File: src/rtl/iq_pkg.sv
package iq_pkg;
    localparam int SLOTS = 4;
    localparam int REGW  = 5;
    localparam int NREG  = 1 << REGW;
    localparam int UNITW = 3;
    localparam int PCW   = $clog2(SLOTS + 1);

    typedef enum logic [2:0] {
        CLS_INT    = 3'd0,
        CLS_LOAD   = 3'd1,
        CLS_STORE  = 3'd2,
        CLS_BRANCH = 3'd3,
        CLS_FPG    = 3'd4
    } iclass_e;

    typedef enum logic [UNITW-1:0] {
        U_INT0 = 3'd0,
        U_INT1 = 3'd1,
        U_LSU  = 3'd2,
        U_BRU  = 3'd3,
        U_FP0  = 3'd4
    } unit_e;

    typedef struct packed {
        logic [2:0]      cls;
        logic [REGW-1:0] dst;
        logic            dst_we;
        logic [REGW-1:0] src1;
        logic            src1_use;
        logic [REGW-1:0] src2;
        logic            src2_use;
    } iq_entry_t;

    localparam int ENTW = $bits(iq_entry_t);

    typedef enum logic [1:0] {
        ST_EMPTY = 2'd0,
        ST_OPEN  = 2'd1,
        ST_TIGHT = 2'd2
    } fill_state_e;

    function automatic logic is_int_class(input logic [2:0] c);
        return !(c == CLS_LOAD || c == CLS_STORE || c == CLS_BRANCH || c == CLS_FPG);
    endfunction
endpackage

File: src/rtl/iq_storage.sv
module iq_storage
    import iq_pkg::*;
#(
    parameter int DEPTH = 12,
    localparam int PTRW = $clog2(DEPTH),
    localparam int CNTW = $clog2(DEPTH + 1)
) (
    input  logic                        clk,
    input  logic                        rst_n,
    input  logic                        flush,
    input  logic                        wr_en,
    input  logic [PCW-1:0]              wr_num,
    input  iq_entry_t [SLOTS-1:0]       wr_data,
    input  logic [PCW-1:0]              pop,
    output iq_entry_t [SLOTS-1:0]       head_ent,
    output logic [SLOTS-1:0]            head_vld,
    output logic [CNTW-1:0]             count_next
);
    iq_entry_t       mem [DEPTH];
    logic [PTRW-1:0] head;
    logic [PTRW-1:0] tail;
    logic [CNTW-1:0] count;
    logic [PCW-1:0]  wr_eff;

    function automatic logic [PTRW-1:0] wrap_add(input logic [PTRW-1:0] p, input int unsigned d);
        int unsigned s;
        s = int'(p) + d;
        if (s >= DEPTH) s = s - DEPTH;
        return PTRW'(s);
    endfunction

    assign wr_eff = wr_en ? wr_num : '0;

    always_comb begin
        if (flush) count_next = '0;
        else       count_next = count + CNTW'(wr_eff) - CNTW'(pop);
    end

    always_ff @(posedge clk) begin
        if (!rst_n) begin
            head  <= '0;
            tail  <= '0;
            count <= '0;
        end else if (flush) begin
            head  <= '0;
            tail  <= '0;
            count <= '0;
        end else begin
            head  <= wrap_add(head, int'(pop));
            tail  <= wrap_add(tail, int'(wr_eff));
            count <= count_next;
        end
    end

    always_ff @(posedge clk) begin
        for (int i = 0; i < SLOTS; i++) begin
            if (!flush && i < int'(wr_eff)) mem[wrap_add(tail, i)] <= wr_data[i];
        end
    end

    generate
        for (genvar k = 0; k < SLOTS; k++) begin : g_head
            assign head_ent[k] = mem[wrap_add(head, k)];
            assign head_vld[k] = (int'(count) > k);
        end
    endgenerate
endmodule

File: src/rtl/iq_fill_fsm.sv
module iq_fill_fsm
    import iq_pkg::*;
#(
    parameter int DEPTH = 12,
    localparam int CNTW = $clog2(DEPTH + 1),
    localparam int ROOM_LIM = DEPTH - SLOTS
) (
    input  logic            clk,
    input  logic            rst_n,
    input  logic [CNTW-1:0] count_next,
    output logic            in_ready,
    output logic            q_nonempty
);
    fill_state_e state;
    fill_state_e state_nx;
    logic        nx_zero;
    logic        nx_tight;

    assign nx_zero  = (count_next == '0);
    assign nx_tight = (int'(count_next) > ROOM_LIM);

    always_ff @(posedge clk) begin
        if (!rst_n) state <= ST_EMPTY;
        else        state <= state_nx;
    end

    always_comb begin
        state_nx = state;
        unique case (state)
            ST_EMPTY: begin
                if (!nx_zero) state_nx = nx_tight ? ST_TIGHT : ST_OPEN;   // T_FILL
            end
            ST_OPEN: begin
                if (nx_zero)       state_nx = ST_EMPTY;                   // T_DRAIN
                else if (nx_tight) state_nx = ST_TIGHT;                   // T_CLOSE
            end
            ST_TIGHT: begin
                if (nx_zero)       state_nx = ST_EMPTY;                   // T_DRAIN
                else if (!nx_tight) state_nx = ST_OPEN;                   // T_REOPEN
            end
            default: state_nx = ST_EMPTY;
        endcase
    end

    always_comb begin
        in_ready   = 1'b1;
        q_nonempty = 1'b1;
        unique case (state)
            ST_EMPTY: q_nonempty = 1'b0;
            ST_OPEN:  ;
            ST_TIGHT: in_ready = 1'b0;
            default: begin
                in_ready   = 1'b0;
                q_nonempty = 1'b0;
            end
        endcase
    end
endmodule

File: src/rtl/iq_group_former.sv
module iq_group_former
    import iq_pkg::*;
#(
    parameter int NFP  = 2,
    parameter int NINT = 2
) (
    input  logic                        issue_en,
    input  iq_entry_t [SLOTS-1:0]       head_ent,
    input  logic [SLOTS-1:0]            head_vld,
    input  logic [NREG-1:0]             sb_pending,
    output logic [SLOTS-1:0]            slot_vld,
    output logic [SLOTS-1:0][UNITW-1:0] slot_unit,
    output logic [SLOTS-1:0]            slot_fwd,
    output logic [PCW-1:0]              pop
);
    always_comb begin
        logic        stop;
        logic        ok;
        logic        fwd;
        logic [UNITW-1:0] unit;
        int unsigned n_int, n_ls, n_br, n_fp;
        iq_entry_t   e;
        iq_entry_t   p;

        stop  = 1'b0;
        n_int = 0;
        n_ls  = 0;
        n_br  = 0;
        n_fp  = 0;
        pop   = '0;
        slot_vld  = '0;
        slot_unit = '0;
        slot_fwd  = '0;

        for (int k = 0; k < SLOTS; k++) begin
            e    = head_ent[k];
            ok   = issue_en && head_vld[k] && !stop;
            fwd  = 1'b0;
            unit = U_INT0;

            if (e.cls == CLS_LOAD || e.cls == CLS_STORE) begin
                if (n_ls >= 1) ok = 1'b0;
                unit = U_LSU;
            end else if (e.cls == CLS_BRANCH) begin
                if (n_br >= 1) ok = 1'b0;
                unit = U_BRU;
            end else if (e.cls == CLS_FPG) begin
                if (n_fp >= NFP) ok = 1'b0;
                unit = UNITW'(int'(U_FP0) + int'(n_fp));
            end else begin
                if (n_int >= NINT) ok = 1'b0;
                unit = UNITW'(int'(U_INT0) + int'(n_int));
            end

            if (k == SLOTS - 1 && !(e.cls == CLS_BRANCH || e.cls == CLS_FPG)) ok = 1'b0;

            if (e.src1_use && sb_pending[e.src1]) ok = 1'b0;
            if (e.src2_use && sb_pending[e.src2]) ok = 1'b0;

            for (int j = 0; j < k; j++) begin
                p = head_ent[j];
                if (p.dst_we) begin
                    if (e.src1_use && e.src1 == p.dst) ok = 1'b0;
                    if (e.src2_use && e.src2 == p.dst) begin
                        if (e.cls == CLS_STORE && is_int_class(p.cls)) fwd = 1'b1;
                        else                                           ok  = 1'b0;
                    end
                end
            end

            if (ok) begin
                slot_vld[k]  = 1'b1;
                slot_unit[k] = unit;
                slot_fwd[k]  = fwd;
                pop          = pop + 1'b1;
                if (e.cls == CLS_LOAD || e.cls == CLS_STORE) n_ls++;
                else if (e.cls == CLS_BRANCH)                n_br++;
                else if (e.cls == CLS_FPG)                   n_fp++;
                else                                         n_int++;
            end else begin
                stop = 1'b1;
            end
        end
    end
endmodule

File: src/rtl/iq_group_dispatch.sv
module iq_group_dispatch
    import iq_pkg::*;
#(
    parameter int DEPTH = 12,
    parameter int NFP   = 2,
    parameter int NINT  = 2,
    localparam int CNTW = $clog2(DEPTH + 1)
) (
    input  logic                     clk,
    input  logic                     rst_n,
    input  logic                     flush,
    input  logic [2:0]               in_num,
    input  logic [SLOTS*ENTW-1:0]    in_insts,
    output logic                     in_ready,
    input  logic [NREG-1:0]          sb_pending,
    output logic [SLOTS-1:0]         iss_valid,
    output logic [SLOTS*UNITW-1:0]   iss_unit,
    output logic [SLOTS-1:0]         iss_fwd,
    output logic [SLOTS*ENTW-1:0]    iss_inst,
    output logic [PCW-1:0]           iss_pop
);
    iq_entry_t [SLOTS-1:0]        wr_data;
    iq_entry_t [SLOTS-1:0]        head_ent;
    logic [SLOTS-1:0]             head_vld;
    logic [CNTW-1:0]              count_next;
    logic [PCW-1:0]               wr_num;
    logic                         wr_en;
    logic                         q_nonempty;
    logic                         issue_en;
    logic [SLOTS-1:0][UNITW-1:0]  slot_unit;

    assign wr_num   = (int'(in_num) > SLOTS) ? PCW'(SLOTS) : PCW'(in_num);
    assign wr_en    = in_ready && !flush && (wr_num != '0);
    assign issue_en = q_nonempty && !flush;

    generate
        for (genvar i = 0; i < SLOTS; i++) begin : g_flat
            assign wr_data[i]                     = in_insts[i*ENTW +: ENTW];
            assign iss_inst[i*ENTW +: ENTW]       = head_ent[i];
            assign iss_unit[i*UNITW +: UNITW]     = slot_unit[i];
        end
    endgenerate

    iq_storage #(.DEPTH(DEPTH)) u_store (
        .clk        (clk),
        .rst_n      (rst_n),
        .flush      (flush),
        .wr_en      (wr_en),
        .wr_num     (wr_num),
        .wr_data    (wr_data),
        .pop        (iss_pop),
        .head_ent   (head_ent),
        .head_vld   (head_vld),
        .count_next (count_next)
    );

    iq_fill_fsm #(.DEPTH(DEPTH)) u_fsm (
        .clk        (clk),
        .rst_n      (rst_n),
        .count_next (count_next),
        .in_ready   (in_ready),
        .q_nonempty (q_nonempty)
    );

    iq_group_former #(.NFP(NFP), .NINT(NINT)) u_group (
        .issue_en   (issue_en),
        .head_ent   (head_ent),
        .head_vld   (head_vld),
        .sb_pending (sb_pending),
        .slot_vld   (iss_valid),
        .slot_unit  (slot_unit),
        .slot_fwd   (iss_fwd),
        .pop        (iss_pop)
    );
endmodule

File: config.mk
export PLATFORM = sky130hd
export DESIGN_NAME = iq_group_dispatch
export DESIGN_NICKNAME = d
export VERILOG_FILES = /design/src/rtl/iq_pkg.sv /design/src/rtl/iq_storage.sv /design/src/rtl/iq_fill_fsm.sv /design/src/rtl/iq_group_former.sv /design/src/rtl/iq_group_dispatch.sv
export SDC_FILE = /design/constraint.sdc
export NUM_CORES = 2
export LEC_CHECK = 0
export ABC_AREA = 1
export BUFFER_PORTS_ARGS = -buffer_cell sky130_fd_sc_hd__buf_2
export CAP_MARGIN = 25
export CORE_AREA = 2 2 276 278
export CTS_BUF_LIST = sky130_fd_sc_hd__clkbuf_4 sky130_fd_sc_hd__clkbuf_8
export CTS_CLUSTER_SIZE = 20
export DETAILED_ROUTE_END_ITERATION = 12
export DIE_AREA = 0 0 278 280
export SETUP_SLACK_MARGIN = 0.15
export SLEW_MARGIN = 10
export SYNTH_ARGS = -nofsm -noshare
export SYNTH_HDL_FRONTEND = slang
export SYNTH_SLANG_ARGS = --single-unit
export TNS_END_PERCENT = 30
File: constraint.sdc
create_clock -name clk -period 16.2 [get_ports clk]
set_input_delay 3.24 -clock clk [delete_from_list [all_inputs] [get_ports clk]]
set_output_delay 3.24 -clock clk [all_outputs]
set_load 0.005 [all_outputs]
## Yosys cells after proc, flatten, opt, wreduce, memory -nomap -nowiden

Memories as Yosys holds them, arrays and structs flattened.
Index checks and enable logic that the tools add are counted.

| storage, ports and cells | value |
|---|---|
| output and inout bits | 108 |
| register bits after elaboration | 14 |
| memories kept | 1 |
| bits in writable memories | 252 |
| bits of input ports | 122 |

Memories:

| memory | depth | width | read ports | clocked after Yosys merged registers in | write ports | RTL line | RTL |
|---|---|---|---|---|---|---|---|
| u_store.mem | 12 | 21 | 4 | 0 | 4 | iq_storage.sv:19 | `iq_entry_t mem [DEPTH];` |

| operators by class | value |
|---|---|
| reduce and logical (&&, ||, !) cells | 64 |
| bitwise logic cells | 1 |
| multiplexer cells | 192 |
| magnitude comparators | 40 |
| equality and inequality tests | 33 |
| add/subtract/negate cells | 34 |

Operators with widths:

| operator | number |
|---|---|
| $mux W32 | 35 |
| $add A32 B1 Y32 const B | 8 |
| $ge A32 B1 Y1 const B | 6 |
| $ge A32 B2 Y1 const B | 6 |
| $mux W1 | 106 |
| $mux W3 | 21 |
| $eq A5 B5 Y1 | 12 |
| $mux W4 | 15 |
| $lt A5 B6 Y1 const B | 8 |
| $bmux W1 S5 | 8 |
| $ge A5 B4 Y1 const B | 8 |
| $logic_and A1 B1 Y1 | 40 |
| $sub A4 B4 Y4 const B | 10 |
| $eq A3 B2 Y1 const B | 8 |
| $add A4 B2 Y5 const B | 4 |
| $eq A3 B1 Y1 const B | 4 |
| $eq A3 B3 Y1 const B | 4 |
| $mux W2 | 6 |
| $logic_or A1 B1 Y1 | 11 |
| $add A4 B1 Y5 const B | 2 |
| $add A4 B3 Y5 | 2 |
| $add A3 B3 Y3 const A | 3 |
| $ge A4 B4 Y1 const B | 2 |
| $gt A4 B1 Y1 const B | 2 |
| other kinds (22) | 33 |

## Depth between registers and ports, before layout

An unclocked memory read counts as a cell.

| depth | value |
|---|---|
| depth after elaboration | 67 |
| gate-level depth with buffers | 60 |
| mapped depth without buffers | 59 |

## Modules after synthesis

A second synthesis with hierarchy kept.

| second synthesis, totals | value |
|---|---|
| cell total of the unflattened synthesis | 5397 |
| area total of the unflattened synthesis | 32253.4 um2 |

Modules (own cells, without submodules):

| module | area an instance (um2) | sequential area each (um2) | instances | cells an instance |
|---|---|---|---|---|
| iq_storage | 27538.9 | 7807.5 | 1 | 4470 |
| iq_group_former | 4424.2 | 0.0 | 1 | 876 |
| iq_fill_fsm | 237.7 | 40.0 | 1 | 38 |
| iq_group_dispatch | 52.6 | 0.0 | 1 | 13 |

## Worst setup path after synthesis

OpenSTA, ideal clock, no wires.

| timing path | value |
|---|---|
| path kind | input port to output port |
| start | input port sb_pending[29] |
| end | output port iss_pop[2] |
| path slack | 6.519 ns |
| path buffers | 1 |
| arrival time | 6.441 ns |
| cell stages on the path | 31 |
| path through | clkbuf_1 > nand3_1 > nand3_1 > nand3_1 > nand2_1 > nand2_1 > nand3_1 > nand2_1 > nor2_2 > nor2_4 > nand3_1 > inv_1 > nor2_4 > inv_1 > o21a_1 > inv_1 > ha_1 > o21ai_0 > o21bai_1 > nor2_1 > nand3_1 > nor2_4 > nand2_4 > xor2_1 > inv_1 > ha_1 > o21bai_1 > nand2_1 > nand3_1 > nand2_1 > inv_1 |

| on the way | value |
|---|---|
| cells in the longest elaborated chain, start to end | 58 |
| elaborated cells on any way between the ends | 144 |

RTL lines:

| item | RTL line | RTL |
|---|---|---|
| start: declaration | iq_group_dispatch.sv:15 | `input logic [NREG-1:0] sb_pending,` |
| branches (longest 57 deep; another with $ge A32 B2 Y1) | n/a |  |
| $mux W3 * | iq_group_former.sv:71 | `if (ok) begin` |
| end: declaration | iq_group_dispatch.sv:20 | `output logic [PCW-1:0] iss_pop` |

Every way passes the cells marked *. The select of a mux whose other input is x is not followed.

## Final worst setup path

| timing path | value |
|---|---|
| start | register u_store.head[0] |
| end | output port iss_pop[2] |

| on the way | value |
|---|---|
| cells in the longest elaborated chain, start to end | 61 |
| elaborated cells on any way between the ends | 229 |

RTL lines:

| item | RTL line | RTL |
|---|---|---|
| start: declaration | iq_storage.sv:20 | `logic [PTRW-1:0] head;` |
| start signal: assignment | iq_storage.sv:49 | `head <= wrap_add(head, int'(pop));` |
| $sub A4 B4 Y4 or $ge A4 B4 Y1 (tied branches) | iq_storage.sv:28 | `if (s >= DEPTH) s = s - DEPTH;` |
| $mux W4 | iq_storage.sv:28 |  |
| $mem_v2 Z12 W21 * | n/a |  |
| branches (longest 57 deep; another with $ge A32 B2 Y1) | n/a |  |
| $mux W3 * | iq_group_former.sv:71 |  |

Marks and branches as above.

==> impl_metrics.ini <==
[timing]
max_freq_mhz = 82.8
hold_slack_ns = 0.541
rsz0062_at_grt = false
maxSlewViolCount = 0
fin_skew_ns = 0.0504
setup_viol = 0
fin_ws_ns = 4.12
slew_headroom_pct = 28.5
hold_viol_final = 0
worst_pin_slew_ns = 1.06
post-route-period-util_pct = 74.6
finalSetupTns_ns = 0
period_needed_ns = 12.08

[grt]
grt_overflow_total = 0
grt_max_degree = 106
antenna_found_initial = 2
grt_usage_pct = 33.2
grt_pass1_wl_mm = 194
grt_pass1_vias = 28300

[final_layout]
multi_input_area_um2 = 18200
area_growth_syn_to_layout_pct = 6.48
layoutNonFillerInstCount = 5572
final_nets = 4729
fin_util_pct = 42.0
postLayoutCellArea_um2 = 31600
filler_cell_count = 7977
regArea_um2 = 7860
layout-drive-gt1-share_pct = 10.9

[power]
pwr-share-clk_pct = 25.0
switchingPower_mw = 1.28
p_int_mw = 1.61
netSwitchingFraction_pct = 44.3
p_leak_nw = 13.6
pwr-share-seq_pct = 30.0
power.density_nw_per_um2 = 91.6
power.total_mw = 2.90
max-vdd-ir-drop_v = 0.0000519
power_frac_comb_pct = 45.0

[synthesis]
synthFlopType = edfxtp_1
synth_top_area_share_pct = 25.5
synth_cell_types = 65
ys_warn_count = 0
synthArstFlopShare_pct = 0
syn_avg_cell_area_um2 = 6.39
synth_area_um2 = 29700
synth_edf_count = 252
ys_seq_area_share_pct = 26.4
yosys.area.top_type = edfxtp_1
synthTopCellsByArea = edfxtp_1 (26%), nand2_1 (16%), o21ai_0 (12%), o211ai_1 (12%), nand3_1 (6.8%)
synth_seq_cells = 266
syn_inst = 4641

[clock_network]
clk_pin_slew_worst_paths_ns = 0.07
cts-resized-gates = 0
cts_tree = yes
cts_setup_buffers = 0
clock_path_buffers = 3
root_buffer = clkbuf_8
cts_buffers = 46
cts_num_sinks = 266
ctsHtreeMaxLevel = 2
worstSkewPairLatency_ns = 0.67
ctsHoldBuffers = 0

[drt]
drt_iter0_drc = 4929
route.vias.total = 33100
wirelength_mm = 134
drc = 0
ant_nets = 0
wire_per_inst_um = 24.0
via_per_inst = 5.94
dr.pass1.iters = 8

[setup_path]
startpoint_type = flop
cp_max_fo = 105
cp.arrival_ns = 8.84
cp.required_ns = 12.96
ff2ff_path_depth = 52
cpMostUsedCell = nand2_1
max_stage_delay_ns = 0.92
endpoint_kind = output port
path_class = flop to output port
crit_path_top_delay_cell = dfxtp_4
ff2ff_setup_slack_ns = 5.63

[hold_path]
min_path_type = flop to flop
min_path_cells = 2

[place]
dp.cells = 5484
gp_congestion = 1.01
dpl_cell_area_um2 = 30500
hpwl_mm = 95.9
port_buffers = 227
dp_slack_ns = 4.85

[floorplanning]
die_y_um = 280
rows = 101
die_x_um = 278
core_area_um2 = 75200
initial_core_util_pct = 39.5
ios = 230
die_area_um2 = 77800

[run]
drv_cap = 0

[status]
status = finished clean
==> final cells by class <==
cell class / count / area share, %
Antenna cell: 2 / 0.0158
Clock buffer: 55 / 2.22
Clock inverter: 31 / 1.09
Inverter: 422 / 5.04
Multi-Input combinational cell: 3530 / 57.7
Sequential cell: 266 / 24.9
Tap cell: 978 / 3.87
Timing Repair Buffer: 288 / 5.17
==> routing by layer <==
layer / GRT usage [%] / part of all wire (%) / vias to the layer above
met5: 0 / 0 / -
met4: 11.7 / 3.9 / 0
met3: 8.23 / 13 / 298
met2: 47.7 / 40 / 2165
met1: 47.9 / 43 / 14900
li1: - / - / 15800
==> power groups by stage <==
| stage | combinational, mW | clock [mW] | sequential (mW) |
|---|---|---|---|
| floorplan | 0.865 | 0 | 0.850 |
| global placement | 1.26 | 0 | 0.878 |
| detailed placement | 1.27 | 0 | 0.878 |
| CTS | 1.27 | 0.729 | 0.863 |
| global route | 1.43 | 0.754 | 0.869 |
| finish | 1.30 | 0.724 | 0.868 |
==> critical path: cells and delay by family (launching register included) <==
kind / cells / cell delay (ns)
fa+ha+maj: 3 / 1.00
flops: 1 / 0.92
compound gates: 6 / 0.91
simple gates: 22 / 2.93
buf+inv: 8 / 2.30
==> registers in the layout, summed over array words and instances (netlist names) <==
name	count
u_store.head	4
u_store.count	4
u_fsm.state	2
u_store.tail	4
u_store.mem	252
==> cells in the mapped netlist (all sizes together), types with 2 or more instances <==
cell type     n
edfxtp      252
nand4        16
o21bai        5
a21oi       112
nand2      1306
mux2i        18
clkbuf      260
a31oi        10
o22ai        23
fa            5
nor3          7
xnor2         3
a211oi        5
o2111ai       4
buf         164
or2          15
clkinv       22
o221ai        3
o21a         31
o21ai       780
o211ai      457
xor2         26
nor4          5
inv         400
ha           48
nor2        223
dfxtp        14
nand3       415
and2          2
a21o          2
==> placed cells by master, fill, tap and decap left out, drive strengths merged, types with 3 or more instances in the layout <==
cell and n:
dfxtp 14, xnor2 3, nand3 415, a211oi 5
o211ai 457, inv 400, o21a 31, nand4 16
o22ai 23, or2 15, o21bai 5, bufinv 7
nor4 5, edfxtp 252, clkinvlp 6, a21oi 112
a31oi 10, xor2 26, nor2 223, clkbuf 55
nand2 1306, clkinv 40, fa 5, buf 288
nor3 7, o21ai 780, ha 48, o2111ai 4
mux2i 18, o221ai 3
==> worst paths after layout <==
check,startpoint,to
max reg2reg,u_store.head[0],u_fsm.state[0]
min,u_fsm.state[1],u_fsm.state[1]
max,u_store.head[0],iss_pop[2]
min reg2reg,u_fsm.state[1],u_fsm.state[1]
==> cell families after synthesis <==
logic type	after synthesis	synth area share, %
mux	18	0.607
buf+inv	846	12.3
compound gates	1437	29.3
flops	266	26.4
xor+xnor	29	0.907
fa+ha+maj	53	2.36
other cells	1	0.0126
simple gates	1991	28.1
Power figures use the tool's default switching activity.
